==> src/rtl/gpio_pkg.sv <==
package gpio_pkg;
    localparam int ADDR_W = 6;

    localparam logic [ADDR_W-1:0] OFS_OUT   = 6'h00;
    localparam logic [ADDR_W-1:0] OFS_DIR   = 6'h04;
    localparam logic [ADDR_W-1:0] OFS_BLINK = 6'h08;
    localparam logic [ADDR_W-1:0] OFS_POL   = 6'h0C;
    localparam logic [ADDR_W-1:0] OFS_DIN   = 6'h10;
    localparam logic [ADDR_W-1:0] OFS_CAUSE = 6'h14;
    localparam logic [ADDR_W-1:0] OFS_EMASK = 6'h18;
    localparam logic [ADDR_W-1:0] OFS_LMASK = 6'h1C;

    typedef enum logic [0:0] {
        PH_LOW  = 1'b0,
        PH_HIGH = 1'b1
    } blink_phase_e;
endpackage

==> src/rtl/gpio_blink_gen.sv <==
module gpio_blink_gen
    import gpio_pkg::*;
#(
    parameter int BLINK_HALF = 500000
) (
    input  logic clk,
    input  logic rst_n,
    output logic blink_lvl
);
    localparam int CW = (BLINK_HALF > 1) ? $clog2(BLINK_HALF) : 1;

    logic [CW-1:0] cnt_q;
    logic          wrap;
    blink_phase_e  ph_q, ph_d;

    assign wrap = (cnt_q == CW'(BLINK_HALF - 1));

    always_ff @(posedge clk or negedge rst_n) begin
        if (!rst_n) begin
            cnt_q <= '0;
            ph_q  <= PH_LOW;
        end else begin
            cnt_q <= wrap ? '0 : cnt_q + 1'b1;
            ph_q  <= ph_d;
        end
    end

    always_comb begin
        ph_d = ph_q;
        unique case (ph_q)
            PH_LOW:  if (wrap) ph_d = PH_HIGH;
            PH_HIGH: if (wrap) ph_d = PH_LOW;
            default: ph_d = PH_LOW;
        endcase
    end

    always_comb blink_lvl = (ph_q == PH_HIGH);
endmodule

==> src/rtl/gpio_in_stage.sv <==
module gpio_in_stage #(
    parameter int N    = 32,
    parameter int SYNC = 2
) (
    input  logic         clk,
    input  logic         rst_n,
    input  logic [N-1:0] pin_raw,
    input  logic [N-1:0] pol,
    output logic [N-1:0] din,
    output logic [N-1:0] edge_evt
);
    // stage SYNC-1 is the synchronised level, stage SYNC its previous value
    logic [SYNC:0][N-1:0] stg_q;

    always_ff @(posedge clk or negedge rst_n) begin
        if (!rst_n) stg_q <= '0;
        else        stg_q <= {stg_q[SYNC-1:0], pin_raw};
    end

    // both terms use today's polarity, so a polarity write alone is no edge
    assign din      = stg_q[SYNC-1] ^ pol;
    assign edge_evt = din & ~(stg_q[SYNC] ^ pol);
endmodule

==> src/rtl/gpio_irq_group.sv <==
module gpio_irq_group #(
    parameter int N = 32,
    parameter int G = 8
) (
    input  logic [N-1:0]   lvl_src,
    input  logic [N-1:0]   edge_src,
    output logic [N/G-1:0] grp
);
    localparam int NG = N / G;

    logic [N-1:0] any_src;
    assign any_src = lvl_src | edge_src;

    for (genvar g = 0; g < NG; g++) begin : g_grp
        assign grp[g] = |any_src[g*G +: G];
    end
endmodule

==> src/rtl/gpio_irq_ctrl.sv <==
module gpio_irq_ctrl
    import gpio_pkg::*;
#(
    parameter int NPINS      = 32,
    parameter int GRP        = 8,
    parameter int SYNC       = 2,
    parameter int BLINK_HALF = 500000,
    localparam int NGRP      = NPINS / GRP
) (
    input  logic              clk,
    input  logic              rst_n,
    input  logic              bus_wr,
    input  logic              bus_rd,
    input  logic [ADDR_W-1:0] bus_addr,
    input  logic [NPINS-1:0]  bus_wdata,
    output logic [NPINS-1:0]  bus_rdata,
    input  logic [NPINS-1:0]  pin_in,
    output logic [NPINS-1:0]  pin_out,
    output logic [NPINS-1:0]  pin_oe,
    output logic [NGRP-1:0]   grp_irq
);
    logic [NPINS-1:0] out_q, dir_q, blink_q, pol_q;
    logic [NPINS-1:0] cause_q, cause_d, emask_q, lmask_q;
    logic [NPINS-1:0] din_w, edge_evt;
    logic             blink_lvl;
    logic             wr_cause;

    gpio_in_stage #(.N(NPINS), .SYNC(SYNC)) u_in (
        .clk      (clk),
        .rst_n    (rst_n),
        .pin_raw  (pin_in),
        .pol      (pol_q),
        .din      (din_w),
        .edge_evt (edge_evt)
    );

    gpio_blink_gen #(.BLINK_HALF(BLINK_HALF)) u_blink (
        .clk       (clk),
        .rst_n     (rst_n),
        .blink_lvl (blink_lvl)
    );

    gpio_irq_group #(.N(NPINS), .G(GRP)) u_grp (
        .lvl_src  (din_w & lmask_q),
        .edge_src (cause_q & emask_q),
        .grp      (grp_irq)
    );

    assign wr_cause = bus_wr && (bus_addr == OFS_CAUSE);

    // write-zero clears; a new event in the same cycle wins
    always_comb begin
        cause_d = wr_cause ? (cause_q & bus_wdata) : cause_q;
        cause_d = cause_d | edge_evt;
    end

    always_ff @(posedge clk or negedge rst_n) begin
        if (!rst_n) begin
            out_q   <= '0;
            dir_q   <= '1;
            blink_q <= '0;
            pol_q   <= '0;
            emask_q <= '0;
            lmask_q <= '0;
            cause_q <= '0;
        end else begin
            cause_q <= cause_d;
            if (bus_wr) begin
                case (bus_addr)
                    OFS_OUT:   out_q   <= bus_wdata;
                    OFS_DIR:   dir_q   <= bus_wdata;
                    OFS_BLINK: blink_q <= bus_wdata;
                    OFS_POL:   pol_q   <= bus_wdata;
                    OFS_EMASK: emask_q <= bus_wdata;
                    OFS_LMASK: lmask_q <= bus_wdata;
                    default:   ;
                endcase
            end
        end
    end

    always_ff @(posedge clk or negedge rst_n) begin
        if (!rst_n) begin
            bus_rdata <= '0;
        end else if (bus_rd) begin
            case (bus_addr)
                OFS_OUT:   bus_rdata <= out_q;
                OFS_DIR:   bus_rdata <= dir_q;
                OFS_BLINK: bus_rdata <= blink_q;
                OFS_POL:   bus_rdata <= pol_q;
                OFS_DIN:   bus_rdata <= din_w;
                OFS_CAUSE: bus_rdata <= cause_q;
                OFS_EMASK: bus_rdata <= emask_q;
                OFS_LMASK: bus_rdata <= lmask_q;
                default:   bus_rdata <= '0;
            endcase
        end
    end

    assign pin_oe  = ~dir_q;
    assign pin_out = (blink_q & {NPINS{blink_lvl}}) | (~blink_q & out_q);
endmodule

==> config.mk <==
export PLATFORM = sky130hd
export DESIGN_NAME = gpio_irq_ctrl
export DESIGN_NICKNAME = d
export VERILOG_FILES = /design/src/rtl/gpio_pkg.sv /design/src/rtl/gpio_blink_gen.sv /design/src/rtl/gpio_in_stage.sv /design/src/rtl/gpio_irq_group.sv /design/src/rtl/gpio_irq_ctrl.sv
export SDC_FILE = /design/constraint.sdc
export NUM_CORES = 1
export LEC_CHECK = 0
export BUFFER_PORTS_ARGS = -buffer_cell sky130_fd_sc_hd__buf_2
export CAP_MARGIN = 20
export CORE_ASPECT_RATIO = 0.9
export CORE_MARGIN = 8
export CORE_UTILIZATION = 50
export DETAILED_ROUTE_END_ITERATION = 10
export PLACE_DENSITY = 0.81
export SYNTH_ARGS = -nofsm -noshare
export SYNTH_HDL_FRONTEND = slang
export SYNTH_SLANG_ARGS = --single-unit
==> constraint.sdc <==
create_clock -name clk -period 1.85 [get_ports clk]
set_clock_uncertainty 0.15 [all_clocks]
set_input_delay 0.37 -clock clk [delete_from_list [all_inputs] [get_ports clk]]
set_output_delay 0.37 -clock clk [all_outputs]
set_load 0.1 [all_outputs]
* Word-level counts from Yosys, hierarchy flattened
Index checks and enable logic that the tools add are counted.
** Word-level totals
- Register bits after elaboration :: 372
- Bits in latches :: 0
- RAM bits :: 0
- ROM bits :: 0
- Output and inout bits :: 100
- Memories :: 0
** Operators by class
- Add/subtract/negate cells :: 1
- Multipliers :: 0
- Div/mod/pow operators :: 0
- Order comparisons :: 0
- Equal/unequal tests :: 8
- Shifts and indexed selects :: 0
- Multiplexer cells :: 6
- Bitwise logic cells :: 15
- Reduce and logical (&&, ||, !) cells :: 12
** Operator list (count)
- one-hot mux 32 bit (8 select lines) :: 1
- AND 32 bit :: 6
- NOT 32 bit :: 3
- OR 32 bit :: 3
- XOR 32 bit :: 2
- two-way mux 32 bit :: 1
- OR reduction 8 bit :: 4
- == test 6 x 5 -> 1 bit (second input constant) :: 4
- adder 19 x 1 -> 19 bit (second input constant) :: 1
- == test 19 bit (second input constant) :: 1
- two-way mux 19 bit :: 1
- == test 6 x 4 -> 1 bit (second input constant) :: 2
- AND reduction 2 bit :: 6
- == test 6 x 3 -> 1 bit (second input constant) :: 1
- zero test 6 bit :: 1
- two-way mux 1 bit :: 2
- one-hot mux 1 bit (2 select lines) :: 1
- logical AND 1 bit :: 1
- NOT 1 bit :: 1

* Longest topological paths before layout
- Depth after elaboration :: 4
- Gate-level depth with buffers :: 7
- Gate-level depth less buffers :: 5

* Cells and area by module
A second synthesis with hierarchy kept.
** Second synthesis, totals
- Cell total of the unflattened synthesis :: 1380
- Area, all modules :: 17576.9 sq um
** Modules (own cells, without submodules)
- gpio_irq_ctrl :: times used 1, cells each 1049, area each 13088.8 sq um, sequential area each 6446.2 sq um
- gpio_in_stage :: times used 1, cells each 224, area each 3399.5 sq um, sequential area each 2402.3 sq um
- gpio_blink_gen :: times used 1, cells each 87, area each 963.4 sq um, sequential area each 500.5 sq um
- gpio_irq_group :: times used 1, cells each 20, area each 125.1 sq um, sequential area each 0.0 sq um

* Worst setup path after synthesis
OpenSTA, ideal clock, no wires.
- Path type :: reg-to-output
- Start point :: reg pol_q[4]
- End point :: out grp_irq[0]
- Arrival :: 1.767 ns
- Path slack :: -0.437 ns
- Stages on the path, launching flop included :: 5
- Path through :: dfrtp_1 xor2_1 a22o_1 a221oi_1 nand3_1
** On the way
- Word-level cells in the longest chain between the ends :: 4
** RTL lines
- start: declaration :: RTL line gpio_irq_ctrl.sv:22 : logic [NPINS-1:0] out_q, dir_q, blink_q, pol_q;
- start signal: assignment :: RTL line gpio_irq_ctrl.sv:73 : OFS_POL: pol_q <= bus_wdata;
- XOR 32 bit :: RTL line gpio_in_stage.sv:21 : assign din = stg_q[SYNC-1] ^ pol;
- AND 32 bit :: RTL line gpio_irq_ctrl.sv:44 : .lvl_src (din_w & lmask_q),
- OR 32 bit :: RTL line gpio_irq_group.sv:12 : assign any_src = lvl_src | edge_src;
- OR reduction 8 bit :: RTL line gpio_irq_group.sv:15 : assign grp[g] = |any_src[g*G +: G];
- end: declaration :: RTL line gpio_irq_ctrl.sv:20 : output logic [NGRP-1:0] grp_irq
Every way passes these cells.

* Worst setup path after layout
- Start point :: reg u_in.stg_q[63] (netlist name)
- End point :: out grp_irq[3]
** On the way
- Word-level cells in the longest chain between the ends :: 4
** RTL lines
- start: declaration :: RTL line gpio_in_stage.sv:13 : logic [SYNC:0][N-1:0] stg_q;
- start signal: assignment :: RTL line gpio_in_stage.sv:17 : else stg_q <= {stg_q[SYNC-1:0], pin_raw};
- XOR 32 bit :: RTL line gpio_in_stage.sv:21
- AND 32 bit :: RTL line gpio_irq_ctrl.sv:44
- OR 32 bit :: RTL line gpio_irq_group.sv:12
- OR reduction 8 bit :: RTL line gpio_irq_group.sv:15
Every way passes these cells.

==> impl_metrics.json <==
{
  "outcome": "finished, violations left",
  "failed_checks": "negative setup slack",
  "ioPinCount": 174,
  "yosys.area_share.adder_pct": 0.0773,
  "clkLatencyLatePin_ns": 0.55,
  "cpMaxStageDelayCell": "sky130_fd_sc_hd__dfrtp_1",
  "finalPower_mw": 23.8,
  "wl_um": 47500,
  "fraction_of_the_mapped_netlist_area_in_compound_gates_pct": 5.55,
  "finalHoldViolations": 0,
  "initialDrtViolationCount": 879,
  "slowest_delay_ns": 0.41,
  "synth.avg_cell_area_um2": 14.6,
  "cts.sinks": 372,
  "timing_max_transition_violations_final": 0,
  "reg2reg_slack_ns": -0.02,
  "postRouteAntennaNets": 0,
  "initial_utilization_pct": 50.8,
  "cts_max_path_buffers": 3,
  "finalWorstPathRequiredPeriod_ns": 2.51,
  "synth.lib_cells_used.distinct": 41,
  "detailedPlacementHpwl_um": 29900,
  "maxSlewHeadroom_pct": 70.8,
  "floorplan.die.height_um": 187,
  "final_layout_size_suffix_gt1_share_pct": 52.5,
  "setup_repair_after_global_routing_missed_its_margin": "true",
  "cp_num_buf_inv": 1,
  "via_count": 11600,
  "grt_pass1_wl_um": 74000,
  "dominant_cell_type_by_area_after_synthesis": "sky130_fd_sc_hd__dfrtp_1",
  "root_buffer": "sky130_fd_sc_hd__clkbuf_16",
  "critical_path.reg2reg.startpoint": "u_in.stg_q[52]$_DFF_PN0_",
  "min_path_cells": 2,
  "grt_start_max_net_pins": 53,
  "cts_max_level": 2,
  "logic_depth_of_the_worst_register_to_register_path": 4,
  "min-delay-path-class": "primary input to register",
  "critPathArrivalTime_ns": 1.99,
  "yosys-mux-area-fraction_pct": 24.5,
  "cap_viol_max_count": 0,
  "drt_first_pass_iters": 8,
  "post_synthesis_register_bit_count": 372,
  "yosys.area_share.xor_xnor_pct": 2.43,
  "cp-start-kind": "register",
  "route.detailed.vias_per_inst": 5.98,
  "worst-slew-pin-transition_ns": 0.438,
  "cts.reportedPaths.clkPinSlew_ns": 0.06,
  "synth_most_common_cell": "sky130_fd_sc_hd__dfrtp_1",
  "cts_tree": "yes",
  "setup_violations": 37,
  "synth_ff_type": "sky130_fd_sc_hd__dfrtp_1",
  "area_growth_syn_to_layout_pct": 37.6,
  "critical_path_class": "register to output port",
  "drc": 0,
  "ratio_of_final_minimum_period_to_clock_period_pct": 136,
  "end_kind": "output port",
  "routed_wirelength_normalized_by_instance_count_um": 24.5,
  "first_global_vias": 12600,
  "hold_start": "bus_wdata[30]",
  "hold_ws_ns": 0.0227,
  "residual_overflow_from_global_routing": 0,
  "design.core.area_um2": 31900,
  "vdd_ir_drop_max_v": 0.000997,
  "critPathTopFamily": "compound AO/OA/AOI/OAI gates",
  "cts_inserted_buffers": 39,
  "gpl.final_weighted_congestion": 0.839,
  "cp_data_required_time_ns": 1.33,
  "power-per-cell-area_nw_per_um2": 1070,
  "synth_cells": 1105,
  "netlist_area_before_placement_um2": 16200,
  "count_of_flip_flops_with_a_built_in_enable_after_synthesis": 0,
  "critical_path.reg2reg.endpoint": "bus_rdata[20]$_DFFE_PN0P_",
  "p_leak_nw": 10.2,
  "ys_warn_count": 0,
  "synth.area.top_cells": "sky130_fd_sc_hd__dfrtp_1 53%, sky130_fd_sc_hd__mux2_2 15%, sky130_fd_sc_hd__mux4_2 8.9%",
  "final_nets": 1565,
  "number_of_antenna_violations_at_the_first_check_in_global_routing": 1,
  "net_count_after_synthesis": 1180,
  "post_synth_and_or_nand_nor_area_fraction_pct": 6.93,
  "place.port_buffers": 173,
  "die_width_um": 206,
  "synth_largest_type_area_fraction_pct": 52.6,
  "synth_top_family_by_area": "multiplexers",
  "min_delay_worst_endpoint": "pol_q[30]$_DFFE_PN0P_",
  "grt_use_total_pct": 24.5,
  "worst_slack_ns": -0.659,
  "design.die.area_um2": 38400,
  "maximum_fanout_count_along_the_critical_path": 2,
  "core.rowCount": 62,
  "ys_seq_area_share_pct": 57.8,
  "crit_chain": "xor2_1, a22o_1, a221oi_4, nand3_4, buf_12",
  "ys_async_sr_fraction_pct": 100,
  "maxClockFrequency_mhz": 398,
  "top_cell_types_by_occurrence_after_synthesis": "340 x sky130_fd_sc_hd__dfrtp_1, 218 x sky130_fd_sc_hd__mux2_2, 64 x sky130_fd_sc_hd__mux4_2, 38 x sky130_fd_sc_hd__xor2_1"
}
through the flow:
step | instances | cell area, um2 | setup TNS [ns] | utilization (%) | worst slack [ns]
floorplan | 1105 | 16300 | -0.315 | - | -0.0106
global placement | 1779 | 19300 | -12.73 | 60.5 | -0.155
detailed placement | 1779 | 19300 | -14.24 | 60.5 | -0.220
CTS | 1925 | 22100 | -17.69 | 69.3 | -0.650
global route | 1938 | 22300 | -16.48 | 69.8 | -0.700
finish | 1938 | 22300 | -15.21 | 69.8 | -0.659
report_power, final:
group	internal (mW)	leakage, nW	switching (mW)
combinational	2.58	4.97	3.29
sequential	8.91	4.56	0.596
clock	5.10	0.688	3.30
cell usage in the layout (no fill, tap or decap), types with 3 or more instances in the layout:
cell type	instances
sky130_fd_sc_hd__mux2_1	6
sky130_fd_sc_hd__xnor2_1	7
sky130_fd_sc_hd__buf_2	70
sky130_fd_sc_hd__xor2_1	38
sky130_fd_sc_hd__a221oi_2	9
sky130_fd_sc_hd__o211ai_1	12
sky130_fd_sc_hd__nand2_1	27
sky130_fd_sc_hd__a22oi_1	8
sky130_fd_sc_hd__a21oi_1	4
sky130_fd_sc_hd__nand3b_1	21
sky130_fd_sc_hd__a221o_1	32
sky130_fd_sc_hd__bufinv_16	4
sky130_fd_sc_hd__clkinv_2	5
sky130_fd_sc_hd__nand3_1	27
sky130_fd_sc_hd__inv_1	15
sky130_fd_sc_hd__clkbuf_1	6
sky130_fd_sc_hd__mux2_2	186
sky130_fd_sc_hd__buf_12	100
sky130_fd_sc_hd__o21ai_0	33
sky130_fd_sc_hd__clkbuf_16	40
sky130_fd_sc_hd__nand3_4	4
sky130_fd_sc_hd__nand4_1	9
sky130_fd_sc_hd__buf_4	170
sky130_fd_sc_hd__and3_1	7
sky130_fd_sc_hd__a22o_1	12
sky130_fd_sc_hd__mux4_2	64
sky130_fd_sc_hd__dfrtp_1	338
sky130_fd_sc_hd__clkbuf_4	3
sky130_fd_sc_hd__mux2_4	32
sky130_fd_sc_hd__nand2_2	3
sky130_fd_sc_hd__dlygate4sd3_1	48
sky130_fd_sc_hd__nor2_1	23
sky130_fd_sc_hd__dfstp_2	32
sky130_fd_sc_hd__nor2b_1	37
sky130_fd_sc_hd__inv_2	22
sky130_fd_sc_hd__clkbuf_8	14
sky130_fd_sc_hd__or3b_2	20
cells by family (layout without fill, tap and decap cells):
| family | after synthesis | count (layout) |
|---|---|---|
| AOI/OAI and AO/OA | 117 | 117 |
| other | 0 | 1 |
| adders and majority gates | 1 | 1 |
| muxes | 289 | 289 |
| xor gates and xnor gates | 45 | 45 |
| buffers and inverters | 88 | 504 |
| and+or+nand+nor | 193 | 193 |
| DFF | 372 | 372 |
layout make-up:
class / instances / area, um2
Antenna cell: 1 / 2.50
Clock buffer: 60 / 1220
Clock inverter: 12 / 178
Fill cell: 1952 / 9620
Inverter: 37 / 139
Multi-Input combinational cell: 645 / 6670
Sequential cell: 372 / 9350
Tap cell: 416 / 520
Timing Repair Buffer: 395 / 4180
worst max path at each step:
stage,to,cells past startpoint,slack [ns],start
after floorplan,bus_rdata[31]$_DFFE_PN0P_,5,-0.01,bus_addr[3]
after global placement,emask_q[20]$_DFFE_PN0P_,5,-0.15,bus_addr[3]
after detailed placement,grp_irq[3],5,-0.22,u_in.stg_q[63]$_DFF_PN0_
after CTS,grp_irq[3],5,-0.65,u_in.stg_q[63]$_DFF_PN0_
after global routing,grp_irq[3],5,-0.70,u_in.stg_q[63]$_DFF_PN0_
final,grp_irq[3],5,-0.66,u_in.stg_q[63]$_DFF_PN0_
what timing repair did:
action,4_1_cts,5_1_grt
hold buffers,48,0
resized for setup,191,46
endpoints found under the hold margin,309,0
pin swaps,5,7
buffers inserted,23,15
setup endpoints to repair,98,76
cloned,3,0
layer usage:
metal | wire, um | part of all wire, % | vias to the layer above | global-route usage, %
li1 | - | - | 4882 | -
met1 | 18600 | 39 | 6051 | 32.1
met2 | 23900 | 50 | 553 | 40.6
met3 | 3740 | 7.9 | 107 | 4.99
met4 | 1210 | 2.5 | 0 | 7.69
met5 | 0 | 0 | - | 0
sequential cells by signal, indices dropped and copies added (netlist names):
signal and flops:
u_blink.blink_lvl 1, dir_q 32, pol_q 32, cause_q 32
blink_q 32, emask_q 32, out_q 32, bus_rdata 32
lmask_q 32, u_in.stg_q 96, u_blink.cnt_q 19
(Power assumes the default switching activity.)
